File: config.mk
export PLATFORM = sky130hd
export DESIGN_NAME = victim_cache
export DESIGN_NICKNAME = d
export VERILOG_FILES = /design/src/rtl/vc_pkg.sv /design/src/rtl/vc_datapath.sv /design/src/rtl/vc_control.sv /design/src/rtl/victim_cache.sv
export SDC_FILE = /design/constraint.sdc
export NUM_CORES = 1
export LEC_CHECK = 0
export BUFFER_PORTS_ARGS = -buffer_cell sky130_fd_sc_hd__buf_4
export CAP_MARGIN = 20
export CORE_MARGIN = 4
export CORE_UTILIZATION = 40
export DETAILED_ROUTE_END_ITERATION = 8
export HOLD_SLACK_MARGIN = 0.1
export PLACE_DENSITY_LB_ADDON = 0.3
export SLEW_MARGIN = 10
export SYNTH_ARGS = -nofsm -noshare
export SYNTH_HDL_FRONTEND = slang
export SYNTH_SLANG_ARGS = --single-unit
File: constraint.sdc
create_clock -name clk -period 19.8 [get_ports clk]
set_clock_uncertainty 0.2 [all_clocks]
set_input_delay 5.94 -clock clk [delete_from_list [all_inputs] [get_ports clk]]
set_output_delay 5.94 -clock clk [all_outputs]
set_load 0.03 [all_outputs]
File: src/rtl/vc_pkg.sv
package vc_pkg;
  typedef struct packed {
    logic clearAll;
    logic writeEn;
    logic writeValid;
    logic respLoad;
    logic respHit;
  } vc_ctrl_t;
endpackage

File: src/rtl/vc_datapath.sv
module vc_datapath #(
  parameter int ENTRIES = 4,
  parameter int ADDR_W  = 28,
  parameter int BLOCK_W = 128,
  localparam int IDX_W  = $clog2(ENTRIES)
) (
  input  logic               clk,
  input  logic               rst_n,
  input  vc_pkg::vc_ctrl_t   ctrl,
  input  logic [IDX_W-1:0]   wrIdx,
  input  logic [ADDR_W-1:0]  lookupAddr,
  input  logic [ADDR_W-1:0]  evictAddr,
  input  logic [BLOCK_W-1:0] evictData,
  output logic [ENTRIES-1:0] hitVec,
  output logic [ENTRIES-1:0] validVec,
  output logic               respValid,
  output logic               respHit,
  output logic [BLOCK_W-1:0] respData,
  output logic               memReqValid,
  output logic [ADDR_W-1:0]  memReqAddr
);
  logic [ADDR_W-1:0]  tagQ  [ENTRIES];
  logic [BLOCK_W-1:0] dataQ [ENTRIES];
  logic [ENTRIES-1:0] validQ;
  logic [BLOCK_W-1:0] hitData;

  assign validVec = validQ;

  for (genvar i = 0; i < ENTRIES; i++) begin : g_match
    assign hitVec[i] = validQ[i] && (tagQ[i] == lookupAddr);
  end

  always_comb begin
    hitData = '0;
    for (int i = 0; i < ENTRIES; i++)
      if (hitVec[i]) hitData = hitData | dataQ[i];
  end

  always_ff @(posedge clk) begin
    if (!rst_n || ctrl.clearAll) validQ <= '0;
    else if (ctrl.writeEn) validQ[wrIdx] <= ctrl.writeValid;
  end

  always_ff @(posedge clk) begin
    if (ctrl.writeEn) begin
      tagQ[wrIdx]  <= evictAddr;
      dataQ[wrIdx] <= evictData;
    end
  end

  always_ff @(posedge clk) begin
    if (!rst_n) begin
      respValid   <= 1'b0;
      respHit     <= 1'b0;
      respData    <= '0;
      memReqValid <= 1'b0;
      memReqAddr  <= '0;
    end else begin
      respValid   <= ctrl.respLoad;
      respHit     <= ctrl.respHit;
      respData    <= ctrl.respHit ? hitData : '0;
      memReqValid <= ctrl.respLoad && !ctrl.respHit;
      memReqAddr  <= (ctrl.respLoad && !ctrl.respHit) ? lookupAddr : '0;
    end
  end

  // a write of an invalid outgoing line leaves the slot empty
  a_r8_empty_swap: assert property (@(posedge clk) disable iff (!rst_n)
    (ctrl.writeEn && !ctrl.writeValid && !ctrl.clearAll) |=> !validQ[$past(wrIdx)]);
  // written entry holds the outgoing address afterwards
  a_r5_tag_written: assert property (@(posedge clk) disable iff (!rst_n)
    (ctrl.writeEn && ctrl.writeValid && !ctrl.clearAll) |=> (tagQ[$past(wrIdx)] == $past(evictAddr)));
endmodule

File: src/rtl/vc_control.sv
module vc_control #(
  parameter int ENTRIES = 4,
  localparam int IDX_W  = $clog2(ENTRIES)
) (
  input  logic               clk,
  input  logic               rst_n,
  input  logic               flush,
  input  logic               lookupValid,
  input  logic               evictValid,
  input  logic [ENTRIES-1:0] hitVec,
  input  logic [ENTRIES-1:0] validVec,
  output vc_pkg::vc_ctrl_t   ctrl,
  output logic [IDX_W-1:0]   wrIdx
);
  logic [IDX_W-1:0] ordQ [ENTRIES];
  logic [IDX_W-1:0] ordD [ENTRIES];
  logic [IDX_W-1:0] hitIdx, freeIdx;
  logic hitAny, freeAny, lookupGo, insert;

  assign hitAny   = |hitVec;
  assign freeAny  = ~&validVec;
  assign lookupGo = lookupValid && !flush;

  always_comb begin
    hitIdx = '0;
    for (int i = 0; i < ENTRIES; i++)
      if (hitVec[i]) hitIdx = IDX_W'(i);
  end

  always_comb begin
    freeIdx = '0;
    for (int i = ENTRIES - 1; i >= 0; i--)
      if (!validVec[i]) freeIdx = IDX_W'(i);
  end

  assign wrIdx = hitAny ? hitIdx : (freeAny ? freeIdx : ordQ[0]);

  always_comb begin
    ctrl            = '0;
    ctrl.clearAll   = flush;
    ctrl.respLoad   = lookupValid;
    ctrl.respHit    = lookupGo && hitAny;
    ctrl.writeEn    = lookupGo && (hitAny || evictValid);
    ctrl.writeValid = evictValid;
  end

  assign insert = ctrl.writeEn && evictValid;

  always_comb begin
    int pos;
    pos = ENTRIES - 1;
    for (int i = ENTRIES - 1; i >= 0; i--)
      if (ordQ[i] == wrIdx) pos = i;
    for (int i = 0; i < ENTRIES; i++) ordD[i] = ordQ[i];
    if (insert) begin
      for (int i = 0; i < ENTRIES - 1; i++)
        if (i >= pos) ordD[i] = ordQ[i+1];
      ordD[ENTRIES-1] = wrIdx;
    end
  end

  always_ff @(posedge clk) begin
    for (int i = 0; i < ENTRIES; i++) begin
      if (!rst_n || flush) ordQ[i] <= IDX_W'(i);
      else                 ordQ[i] <= ordD[i];
    end
  end

  // an install never lands on a valid entry while an empty one exists
  a_r6_fill_free_first: assert property (@(posedge clk) disable iff (!rst_n)
    (ctrl.writeEn && !hitAny && freeAny) |-> !validVec[wrIdx]);
  // flush leaves every entry empty
  a_r9_flush_clears: assert property (@(posedge clk) disable iff (!rst_n)
    flush |=> (validVec == '0));
  // no lookup, no flush: stored state does not change
  a_r10_idle_stable: assert property (@(posedge clk) disable iff (!rst_n)
    (!lookupValid && !flush) |=> $stable(validVec));
endmodule

File: src/rtl/victim_cache.sv
module victim_cache #(
  parameter int ENTRIES = 4,
  parameter int ADDR_W  = 28,
  parameter int WORD_W  = 32,
  parameter int WORDS   = 4,
  localparam int BLOCK_W = WORD_W * WORDS,
  localparam int IDX_W   = $clog2(ENTRIES)
) (
  input  logic               clk,
  input  logic               rst_n,
  input  logic               flush,
  input  logic               lookupValid,
  input  logic [ADDR_W-1:0]  lookupAddr,
  input  logic               evictValid,
  input  logic [ADDR_W-1:0]  evictAddr,
  input  logic [BLOCK_W-1:0] evictData,
  output logic               respValid,
  output logic               respHit,
  output logic [BLOCK_W-1:0] respData,
  output logic               memReqValid,
  output logic [ADDR_W-1:0]  memReqAddr
);
  vc_pkg::vc_ctrl_t   ctrl;
  logic [IDX_W-1:0]   wrIdx;
  logic [ENTRIES-1:0] hitVec, validVec;

  vc_control #(.ENTRIES(ENTRIES)) u_ctrl (
    .clk, .rst_n, .flush, .lookupValid, .evictValid,
    .hitVec, .validVec, .ctrl, .wrIdx
  );

  vc_datapath #(.ENTRIES(ENTRIES), .ADDR_W(ADDR_W), .BLOCK_W(BLOCK_W)) u_dp (
    .clk, .rst_n, .ctrl, .wrIdx, .lookupAddr, .evictAddr, .evictData,
    .hitVec, .validVec, .respValid, .respHit, .respData,
    .memReqValid, .memReqAddr
  );

  // each lookup is answered on the next edge
  a_r2_answer: assert property (@(posedge clk) disable iff (!rst_n)
    lookupValid |=> respValid);
  // no answer without a lookup
  a_r2_no_spurious: assert property (@(posedge clk) disable iff (!rst_n)
    !lookupValid |=> !respValid);
  // miss requests the looked-up block downstream
  a_r4_miss_request: assert property (@(posedge clk) disable iff (!rst_n)
    (lookupValid && (flush || !(|hitVec))) |=> (memReqValid && !respHit && memReqAddr == $past(lookupAddr)));
  // hit issues no downstream request
  a_r3_hit_quiet: assert property (@(posedge clk) disable iff (!rst_n)
    (lookupValid && !flush && (|hitVec)) |=> (respHit && !memReqValid));
endmodule

-- Word-level counts from Yosys, hierarchy flattened
Memory sizes are Yosys's and may differ from the RTL's.
Cells that the tools add are included.
- memories kept: 3
- RAM bits: 632
- register bits after elaboration: 163
- logic and storage cells: 79
- output and inout port bits: 159
- order comparisons: 5
- eq/ne operators: 7
- muxes and demuxes: 32
- bitwise logic cells: 7
- reduce and logical (&&, ||, !) cells: 19
- memory list (memory ; depth ; bits a word ; rd ports ; clocked after Yosys merged registers in ; wr ports ; line ; source):
    u_dp.dataQ ; 4 ; 128 ; 4 ; 0 ; 1 ; vc_datapath.sv:23 ; logic [BLOCK_W-1:0] dataQ [ENTRIES];
    u_dp.tagQ ; 4 ; 28 ; 4 ; 0 ; 1 ; vc_datapath.sv:22 ; logic [ADDR_W-1:0] tagQ [ENTRIES];
    u_ctrl.ordQ ; 4 ; 2 ; 4 ; 0 ; 4 ; vc_control.sv:15 ; logic [IDX_W-1:0] ordQ [ENTRIES];
- operators by type and width (operator ; number):
    $mux 128 ; 4
    $or 128x128->128 ; 3
    $eq 28x28->1 ; 4
    $mux 2 ; 17
    $logic_and 1x1->1 ; 10
    $mux 1 ; 8
    $mux 8 ; 1
    $eq 2x2->1 ; 3
    $bwmux 4 ; 1
    $ge 1x2->1 const A ; 2
    $or 1x1->1 ; 4
    $reduce_and 2->1 ; 2
    $reduce_and 4->1 ; 1
    $reduce_or 4->1 ; 1
    $logic_not 1->1 ; 3
    $lt 2x3->1 const B ; 1
    $demux 1 s2 ; 1
    $ge 2x1->1 const B ; 1
    $ge 2x2->1 const A ; 1
    $logic_or 1x1->1 ; 2

-- Longest topological paths before layout
Gate-level depths: netlist of the first run.
An unclocked memory read counts as a cell.
- depth after elaboration: 15
- gate-level depth with buffers: 11

-- By module
Synthesis of the first run repeated with hierarchy kept, for this count alone.
- cells, all modules: 2043
- area, all modules: 30396.7 um^2
- by module, submodules not included (module ; times used ; cells each ; area an instance (um^2)):
    vc_datapath ; 1 ; 1963 ; 29718.5
    vc_control ; 1 ; 80 ; 678.2

-- Worst setup path after synthesis of the first run
No wires, ideal clock.
- kind: input to register
- start: input port lookupAddr[25]
- end: register u_dp.validQ[3] (netlist: u_dp.validVec[3])
- path slack: 0.310 ns
- required time: 19.473 ns
- arrival: 19.163 ns
- stages on the path: 10
- cell sequence: clkbuf_1 > xnor2_1 > nand4_1 > or4_4 > nor4_4 > o41a_1 > nor2_1 > nor3_1 > mux2i_1 > nor2_1
- longest elaborated chain between the ends: 11
- elaborated cells between the ends (all ways): 21
- classes of those cells: 2 x order compare; 4 x eq/ne; 7 x mux; 8 x reduce/logical
- ends and longest elaborated chain (item ; line ; source):
    from (decl) ; victim_cache.sv:13 ; input logic [ADDR_W-1:0] lookupAddr,
    $eq 28x28->1 ; vc_datapath.sv:30 ; assign hitVec[i] = validQ[i] && (tagQ[i] == lookupAddr);
    $logic_and 1x1->1 ; vc_datapath.sv:30 ;
    $mux 1 ; vc_control.sv:27 ; if (hitVec[i]) hitIdx = IDX_W'(i);
    $mux 2 (2 in series) ; vc_control.sv:27 ;
    $mux 2 ; vc_control.sv:36 ; assign wrIdx = hitAny ? hitIdx : (freeAny ? freeIdx : ordQ[0]);
    $lt 2x3->1 (not written as such) / $ge 2x1->1 (equally long branches) ; vc_datapath.sv:41 ; else if (ctrl.writeEn) validQ[wrIdx] <= ctrl.writeValid;
    $logic_and 1x1->1 (not written as such) ; vc_datapath.sv:41 ;
    $mux 1 (not written as such) ; vc_datapath.sv:41 ;
    $demux 1 s2 ; - ;
    $bwmux 4 ; vc_datapath.sv:41 ;
    to (signal, indexed assignment) ; vc_datapath.sv:41 ;
    to (decl) ; vc_datapath.sv:24 ; logic [ENTRIES-1:0] validQ;
Several ways; a longest one is shown, not always the timed one.
A chain may end at the register's enable or synchronous reset.

-- Worst setup path after layout of the first run
- start: input port lookupAddr[2]
- end: memory u_dp.dataQ[0][32] (enable)
- longest elaborated chain between the ends: 7
- elaborated cells between the ends (all ways): 17
- classes of those cells: 4 x eq/ne; 6 x mux; 7 x reduce/logical
- ends and longest elaborated chain (item ; line ; source):
    $eq 28x28->1 ; vc_datapath.sv:30 ;
    $logic_and 1x1->1 ; vc_datapath.sv:30 ;
    $reduce_or 4->1 ; vc_control.sv:20 ; assign hitAny = |hitVec;
    $logic_or 1x1->1 ; vc_control.sv:43 ; ctrl.writeEn = lookupGo && (hitAny || evictValid);
    $logic_and 1x1->1 ; vc_control.sv:43 ;
    $mux 1 ; vc_datapath.sv:45 ; if (ctrl.writeEn) begin
    $mux 1 (not written as such) ; vc_datapath.sv:47 ; dataQ[wrIdx] <= evictData;
    to (decl) ; vc_datapath.sv:23 ;
Several ways; a longest one is shown, not always the timed one.

==> results of run 1 <==
cells by family after synthesis:
family,synth area share [%]
buffers and inverters,1.64
DFF,80.7
AOI/OAI and AO/OA,10.4
muxes,0.182
xor gates and xnor gates,3.78
and+or+nand+nor,3.22
power by group through the flow:
stage / Sequential [mW] / Combinational (mW) / Clock (mW)
2_1_floorplan: 1.86 / 0.0275 / 0
3_3_place_gp: 1.85 / 0.0883 / 0
3_5_place_dp: 1.85 / 0.0906 / 0
4_1_cts: 1.82 / 0.0909 / 1.65
5_1_grt: 1.82 / 0.0971 / 1.72
6_report: 1.82 / 0.0902 / 1.61
metal layers:
layer | GRT usage [%] | vias to the layer above | part of all wire, %
li1 | - | 6958 | -
met5 | 0 | - | 0.11
met2 | 29.6 | 526 | 49
met3 | 5.27 | 128 | 7.7
met4 | 5.03 | 12 | 2.4
met1 | 23.0 | 7797 | 41
area by class of cell:
| cell class | count | area (um^2) | area share, % |
|---|---|---|---|
| Clock buffer | 122 | 2490 | 7.35 |
| Clock inverter | 36 | 434 | 1.28 |
| Multi-Input combinational cell | 687 | 4880 | 14.4 |
| Sequential cell | 795 | 22200 | 65.4 |
| Antenna cell | 5 | 12.5 | 0.0369 |
| Timing Repair Buffer | 370 | 2780 | 8.20 |
| Tap cell | 873 | 1090 | 3.22 |
| Inverter | 8 | 30.0 | 0.0886 |
placed cells by master, fill, tap and decap left out, types with 3 or more instances in the layout:
cell type / synthesis / final
bufinv_16: 0 / 6
and2_1: 31 / 31
clkbuf_1: 89 / 17
a22oi_1: 256 / 256
or4_4: 3 / 3
diode_2: 0 / 5
edfxtp_1: 624 / 624
or2_1: 3 / 3
or4_1: 6 / 6
nand3_1: 9 / 9
dfxtp_1: 171 / 171
clkbuf_8: 0 / 18
xor2_1: 48 / 48
mux2i_1: 5 / 5
xnor2_1: 65 / 65
a21oi_1: 132 / 132
nor4_1: 13 / 13
nand4_1: 25 / 25
nand2_1: 17 / 16
a211oi_1: 3 / 3
a31oi_1: 3 / 3
nor2_1: 13 / 11
nor3_2: 2 / 3
clkbuf_16: 0 / 87
xnor2_2: 3 / 3
inv_1: 8 / 8
inv_6: 0 / 5
clkinv_2: 0 / 15
nand2b_1: 3 / 3
o21ai_0: 6 / 6
buf_4: 0 / 370
nor3_1: 7 / 5
nor2b_1: 3 / 3
state kept, by name (all words and copies together) (netlist names):
signal	flops
u_dp.respHit	1
u_dp.validVec	4
u_dp.tagQ	112
u_ctrl.ordQ	8
u_dp.memReqValid	1
u_dp.dataQ	512
u_dp.respValid	1
u_dp.respData	128
u_dp.memReqAddr	28
worst min path at each step:
stage | from | end | slack [ns] | cells after the start
floorplan | u_ctrl.ordQ[3][0]$_SDFFE_PP1P_ | u_ctrl.ordQ[2][0]$_SDFFE_PP0P_ | 0.22 | 2
global placement | u_ctrl.ordQ[3][0]$_SDFFE_PP1P_ | u_ctrl.ordQ[2][0]$_SDFFE_PP0P_ | 0.26 | 2
detailed placement | u_ctrl.ordQ[3][0]$_SDFFE_PP1P_ | u_ctrl.ordQ[2][0]$_SDFFE_PP0P_ | 0.25 | 2
CTS | u_ctrl.ordQ[3][0]$_SDFFE_PP1P_ | u_ctrl.ordQ[2][0]$_SDFFE_PP0P_ | 0.25 | 2
global route | u_ctrl.ordQ[3][0]$_SDFFE_PP1P_ | u_ctrl.ordQ[2][0]$_SDFFE_PP0P_ | 0.28 | 2
finish | u_ctrl.ordQ[3][0]$_SDFFE_PP1P_ | u_ctrl.ordQ[2][0]$_SDFFE_PP0P_ | 0.26 | 2
per-stage QoR:
stage                     setup slack [ns]  cell area (um^2)  utilization, %  hold slack (ns)  cells
after floorplan                      0.310             27400               -            0.224   1596
after global placement                8.22             30900            45.7            0.256   2733
after detailed placement              8.17             30900            45.7            0.249   2733
after CTS                             8.84             33900            50.1            0.252   2891
after global routing                  8.54             33900            50.1            0.276   2892
final                                 8.79             33900            50.1            0.256   2896
worst reg2reg max path, cell delays in order, from the launching register on:
cell	delay [ns]
edfxtp_1	0.38
xnor2_1	0.29
nand4_1	0.17
or4_4	0.55
nor4_4	0.30
buf_4	0.54
buf_4	0.70
o41a_1	0.39
nor2_1	0.20
nor3_4	0.16
buf_4	0.71
buf_4	0.82
==> results by group, run 1 <==
Detailed routing
  – Vias per cell: between 5 and 6
  – First DRT Iteration DRCs: 1201
  – DRC: 0
  – Final ANT Viol Nets: 0
  – Sum of routed wire length over all layers: 67.8 mm
  – DR vias: 15400
  – Pre-Repair DR Iteration Count: 5
  – Drt wl/cell: ~23 um

Synthesis
  – Cells after Synth: roughly 1600
  – Ys Warns: 0
  – Average size of a mapped cell: between 15 and 20 um^2
  – Synth top area cells: edfxtp_1 68%, dfxtp_1 12%, a22oi_1 7.0%
  – Primary FF master, synth: edfxtp_1
  – #FFs+latches synth: slightly below 800
  – Post-synth top area share: 68.3%
  – Sequential share of the synthesized area: 80.7%
  – Count leader, synth: edfxtp_1
  – Syn_nets: roughly 1800
  – Ys async rst share: 0%
  – Number of enable flip-flop cells after synthesis: around 620
  – Cell variety after synth: 53
  – Post-Syn Area: 27400 um^2
  – Synth area leader: edfxtp_1
  – Commonest cells in the netlist: 624 x edfxtp_1, 256 x a22oi_1, 171 x dfxtp_1, 132 x a21oi_1, 89 x clkbuf_1

Hold path
  – Worst Hold Class: reg -> reg

Die
  – Chip Width: approximately 270 um
  – Core ar.: ~68000 um^2
  – Total Die Area: 72900 um^2
  – Die height: 270 um
  – Number of cell rows: 95
  – Top-Level Pins: between 300 and 400
  – Initial Utilization: about 41%

STA
  – Setup TNS: 0 ns
  – Rel. slew slack: around a quarter
  – Worst slew pin tran: roughly 1.1 ns
  – Setup-failing EPs final: 0
  – Min Tclk post-route: between 10 and 15 ns
  – FMAX: between 90 and 100 MHz
  – RSZ-0062 raised after global routing: false
  – Crit share post-route: a little under three fifths
  – Final Max Slew Viols: 0
  – Final Hold Viols: 0

Setup path
  – WS Path Type: in -> reg
  – WP data required: around 20 ns
  – Setup crit end kind: flop
  – Register-to-Register Path Depth: 11
  – R2R setup slack: around 14 ns
  – Worst path slowest cell: buf_4
  – CP max FO: 58
  – CP Cell Sequence: buf_4 -> xnor2_1 -> nand4_1 -> or4_4 -> nor4_4 -> buf_4 -> buf_4 -> o41a_1 -> nor2_1 -> nor3_4 -> buf_4 -> buf_4
  – Crit path launch: lookupAddr[2]
  – Critical Path Stages: 12
  – Worst stage delay on the critical path: around 0.81 ns
  – Critical path data arrival time: roughly 11 ns
  – Buf+Inv Stages, Crit Path: 5
  – FF-to-FF End: u_dp.dataQ[0][32]$_DFFE_PP_
  – Critical Path Source Type: input port
  – Worst setup path end: u_dp.dataQ[0][32]$_DFFE_PP_
  – Most frequent CP cell: buf_4
  – R2r startpoint: u_dp.tagQ[2][2]$_DFFE_PP_
  – Top delay family on crit path: buffers and inverters

CTS
  – Clock tree buffer depth: 3
  – Post_cts resized: 0
  – Clk sinks: between 700 and 800
  – H-Tree Level Count: 3
  – CTS Root Buffer Type: clkbuf_16
  – CTS tree: built
  – Num CTS Buffers: between 80 and 90
  – Post CTS Setup Buffer Count: 0
  – Worst skew pair latency: slightly above 0.6 ns
  – Cts-stage hold buffer count: 0
  – Reg clk slew, reported paths: ~0.06 ns

Global route
  – Initial antenna violation count: 12
  – Largest net degree at the start of global routing: 76
  – Global-route wire length before repair: around 100 mm
  – Final global-route overflow total: 0
  – Vias in the first global route: 15700
  – Total track usage: 17.9%

Layout
  – Layout cells sized above 1: a little over a quarter
  – Synth-to-Final Area Change: 23.4%
  – Nets: between 2000 and 2500
  – Fill cell count: about 5600

Run status
  – Outcome: finished, final reports clean

Power and ir drop
  – Leak: 11.2 nW
  – Power Total: roughly 3.5 mW
  – Share of power burned in registers: 51.7%
  – Fraction of power spent switching nets: approximately 20%
  – Power per cell area: ~100 nW/um^2
  – Power share of the clock group: between 40 and 50%
  – Comb pwr share: under 10%
  – Peak supply drop: approximately 0.076 mV
  – Net Switching: approximately 700 uW
  – Pint: 2.81 mW

Job
  – Max_cap viols: 0

Placed design
  – GPL Wtd Cong: roughly 0.8
  – Port Buffers: roughly 350
  – HPWL after DPL: between 40 and 50 mm
Power figures use the tool's default switching activity.
==> run 2, diff against run 1 <==
==> constraint.sdc (replaced) <==
create_clock -name clk -period 11.2 [get_ports clk]
set_clock_uncertainty 0.2 [all_clocks]
set_input_delay 3.36 -clock clk [delete_from_list [all_inputs] [get_ports clk]]
set_output_delay 3.36 -clock clk [all_outputs]
set_load 0.03 [all_outputs]
==> run 2 against run 1 <==
Utilization shrank 0.29 points; hold slack gained 0.0015 ns; sequential share of layout area grew 0.38 points; sequential power grew 76%; power grew 72%; critical path depth shrank 2; setup slack lost 5.1 ns; highest routed layer unchanged; critical endpoint is now u_dp.dataQ[3][18]$_DFFE_PP_; clock power grew 66%; final area shrank 0.57%; count of clock-buffer cells in the layout shrank 24.
==> results by group, run 2 (same netlist as run 1, synthesis figures left out) <==
Setup path
  – Setup crit end kind: flop
  – Critical Path Source Type: input port
  – Critical path data arrival time: 7.56 ns (-3.49 ns)
  – WP data required: 11.24 ns (-8.60 ns)
  – CP max FO: 57 (-1.7%)
  – WS Path Type: in -> reg

CTS
  – Clock tree buffer depth: 3 (unchanged)
  – CTS Root Buffer Type: clkbuf_16
  – Reg clk slew, reported paths: 0.06 ns (about the same)
  – Cts-stage hold buffer count: 0 (unchanged)
  – Num CTS Buffers: 81 (-3.6%)
  – Post CTS Setup Buffer Count: 0 (unchanged)
  – CTS tree: built
  – Post_cts resized: 0 (unchanged)
  – H-Tree Level Count: 3 (unchanged)
  – Clk sinks: 795 (unchanged)
  – Worst skew pair latency: 0.62 ns (about the same)

Die
  – Chip Width: 270 um (unchanged)
  – Die height: 270 um (unchanged)
  – Total Die Area: 72900 um^2 (unchanged)
  – Initial Utilization: 40.6% (unchanged)
  – Number of cell rows: 95 (unchanged)
  – Core ar.: 67600 um^2 (unchanged)
  – Top-Level Pins: 348 (unchanged)

Layout
  – Reg with most FFs: u_dp.dataQ
  – Synth-to-Final Area Change: 22.7%
  – Largest registers: u_dp.dataQ: 512 flops, u_dp.respData: 128 flops, u_dp.tagQ: 112 flops
  – Nets: 2126 (-0.42%)
  – Layout cells sized above 1: 26.0% (-0.38 points)
  – Leading cell types in the layout, fill and taps excluded: 624 x edfxtp_1, 359 x buf_4, 256 x a22oi_1
  – Largest register FFs: 512 (unchanged)
  – Commonest non-fill, non-tap cell in the layout: edfxtp_1

Detailed routing
  – Sum of routed wire length over all layers: 65.5 mm (-3.4%)
  – DRC: 0 (unchanged)
  – Vias per cell: 5.26 (-1.3%)
  – Pre-Repair DR Iteration Count: 5 (unchanged)
  – First DRT Iteration DRCs: 1144 (-4.7%)
  – DR vias: 15200 (-1.6%)
  – Drt wl/cell: 22.7 um (-3.1%)
  – Final ANT Viol Nets: 0 (unchanged)

STA
  – RSZ-0062 raised after global routing: false
  – Hold slack: 0.257 ns (+0.00149 ns)
  – FMAX: approximately 130 MHz
  – Setup-failing EPs final: 0 (unchanged)
  – Rel. slew slack: 22.8% (-3.9 points)
  – Min Tclk post-route: about 7.5 ns
  – Final Max Slew Viols: 0 (unchanged)
  – Final Hold Viols: 0 (unchanged)
  – Crit share post-route: about two thirds
  – Worst slew pin tran: 1.16 ns (+0.0588 ns)

Placed design
  – Port Buffers: 347 (unchanged)
  – GPL Wtd Cong: 0.823 (+0.59%)
  – HPWL after DPL: 38.1 mm (-5.9%)

Global route
  – Vias in the first global route: 15500 (-1.5%)
  – Global-route wire length before repair: 97.0 mm (-2.9%)
  – Initial antenna violation count: 14 (+2)
  – Largest net degree at the start of global routing: 111 (+46%)
  – Total track usage: 17.3% (-0.54 points)
  – Final global-route overflow total: 0 (unchanged)

Power and ir drop
  – Power Total: 6.05 mW (+72%)
  – Power per cell area: 180 nW/um^2 (+73%)
  – Peak supply drop: 0.166 mV (+120%)
  – Leak: 11.1 nW (-1.0%)

Run status
  – Outcome: finished, final reports clean

Hold path
  – Worst Hold Class: reg -> reg

Job
  – Max_cap viols: 0 (unchanged)
==> run 2: changes by cell type in the layout (fill, tap and decap cells not counted), sizes merged <==
| cell | delta |
|---|---|
| clkbuf | -24 |
| clkinv | +12 |
| buf | -6 |
| diode | +4 |
| clkinvlp | +3 |
| inv | +2 |
==> run 2: cell type report <==
| class | count | area (um^2) |
|---|---|---|
| Sequential cell | 795 | 22200 |
| Multi-Input combinational cell | 687 | 4890 |
| Tap cell | 873 | 1090 |
| Antenna cell | 9 | 22.5 |
| Fill cell | 5535 | 34000 |
| Clock inverter | 53 | 485 |
| Timing Repair Buffer | 364 | 2800 |
| Clock buffer | 98 | 2200 |
| Inverter | 8 | 30.0 |
==> run 2: worst paths after layout <==
kind | from | endpoint | slack (ns) | cells past startpoint
worst max-delay path | lookupAddr[0] | u_dp.dataQ[3][18]$_DFFE_PP_ | 3.68 | 10
worst min-delay path | u_ctrl.ordQ[3][0]$_SDFFE_PP1P_ | u_ctrl.ordQ[2][0]$_SDFFE_PP0P_ | 0.26 | 2
worst max register to register | u_dp.tagQ[2][2]$_DFFE_PP_ | u_dp.dataQ[3][18]$_DFFE_PP_ | 6.19 | 9
worst min register to register | u_ctrl.ordQ[3][0]$_SDFFE_PP1P_ | u_ctrl.ordQ[2][0]$_SDFFE_PP0P_ | 0.26 | 2
==> run 2: power breakdown <==
group | switching (mW) | internal, mW | total [mW] | leakage (nW)
registers | 0.00635 | 3.20 | 3.21 | 7.02
clock network | 1.12 | 1.56 | 2.68 | 1.33
logic | 0.0896 | 0.0685 | 0.158 | 2.76
total | 1.22 | 4.83 | 6.05 | 11.1
==> run 2: metal layers <==
| metal | GRT usage [%] | share of wire [%] |
|---|---|---|
| met4 | 5.78 | 2.3 |
| met3 | 5.26 | 7.8 |
| met5 | 0 | 0.089 |
| met2 | 27.9 | 48 |
| met1 | 22.5 | 42 |
==> run 2: worst max-delay path, cell delays in order <==
cell and delay [ns]:
buf_4 0.14, xnor2_1 0.31, nand4_1 0.24, or4_4 0.58
nor4_4 0.32, buf_4 0.53, buf_4 0.66, a311oi_4 0.18
nor3_4 0.30, buf_4 0.73
==> run 2: stage by stage <==
| stage | cells | instance area [um^2] | setup WS (ns) | util (%) | TNS [ns] |
|---|---|---|---|---|---|
| 3_3_place_gp | 2727 | 31000 | 3.08 | 45.8 | 0 |
| 5_1_grt | 2882 | 33700 | 3.52 | 49.8 | 0 |
| 6_report | 2887 | 33700 | 3.68 | 49.8 | 0 |
| 4_1_cts | 2878 | 33700 | 3.70 | 49.8 | 0 |
| 2_1_floorplan | 1596 | 27500 | -0.892 | - | -380.46 |
| 3_5_place_dp | 2727 | 31000 | 3.04 | 45.8 | 0 |
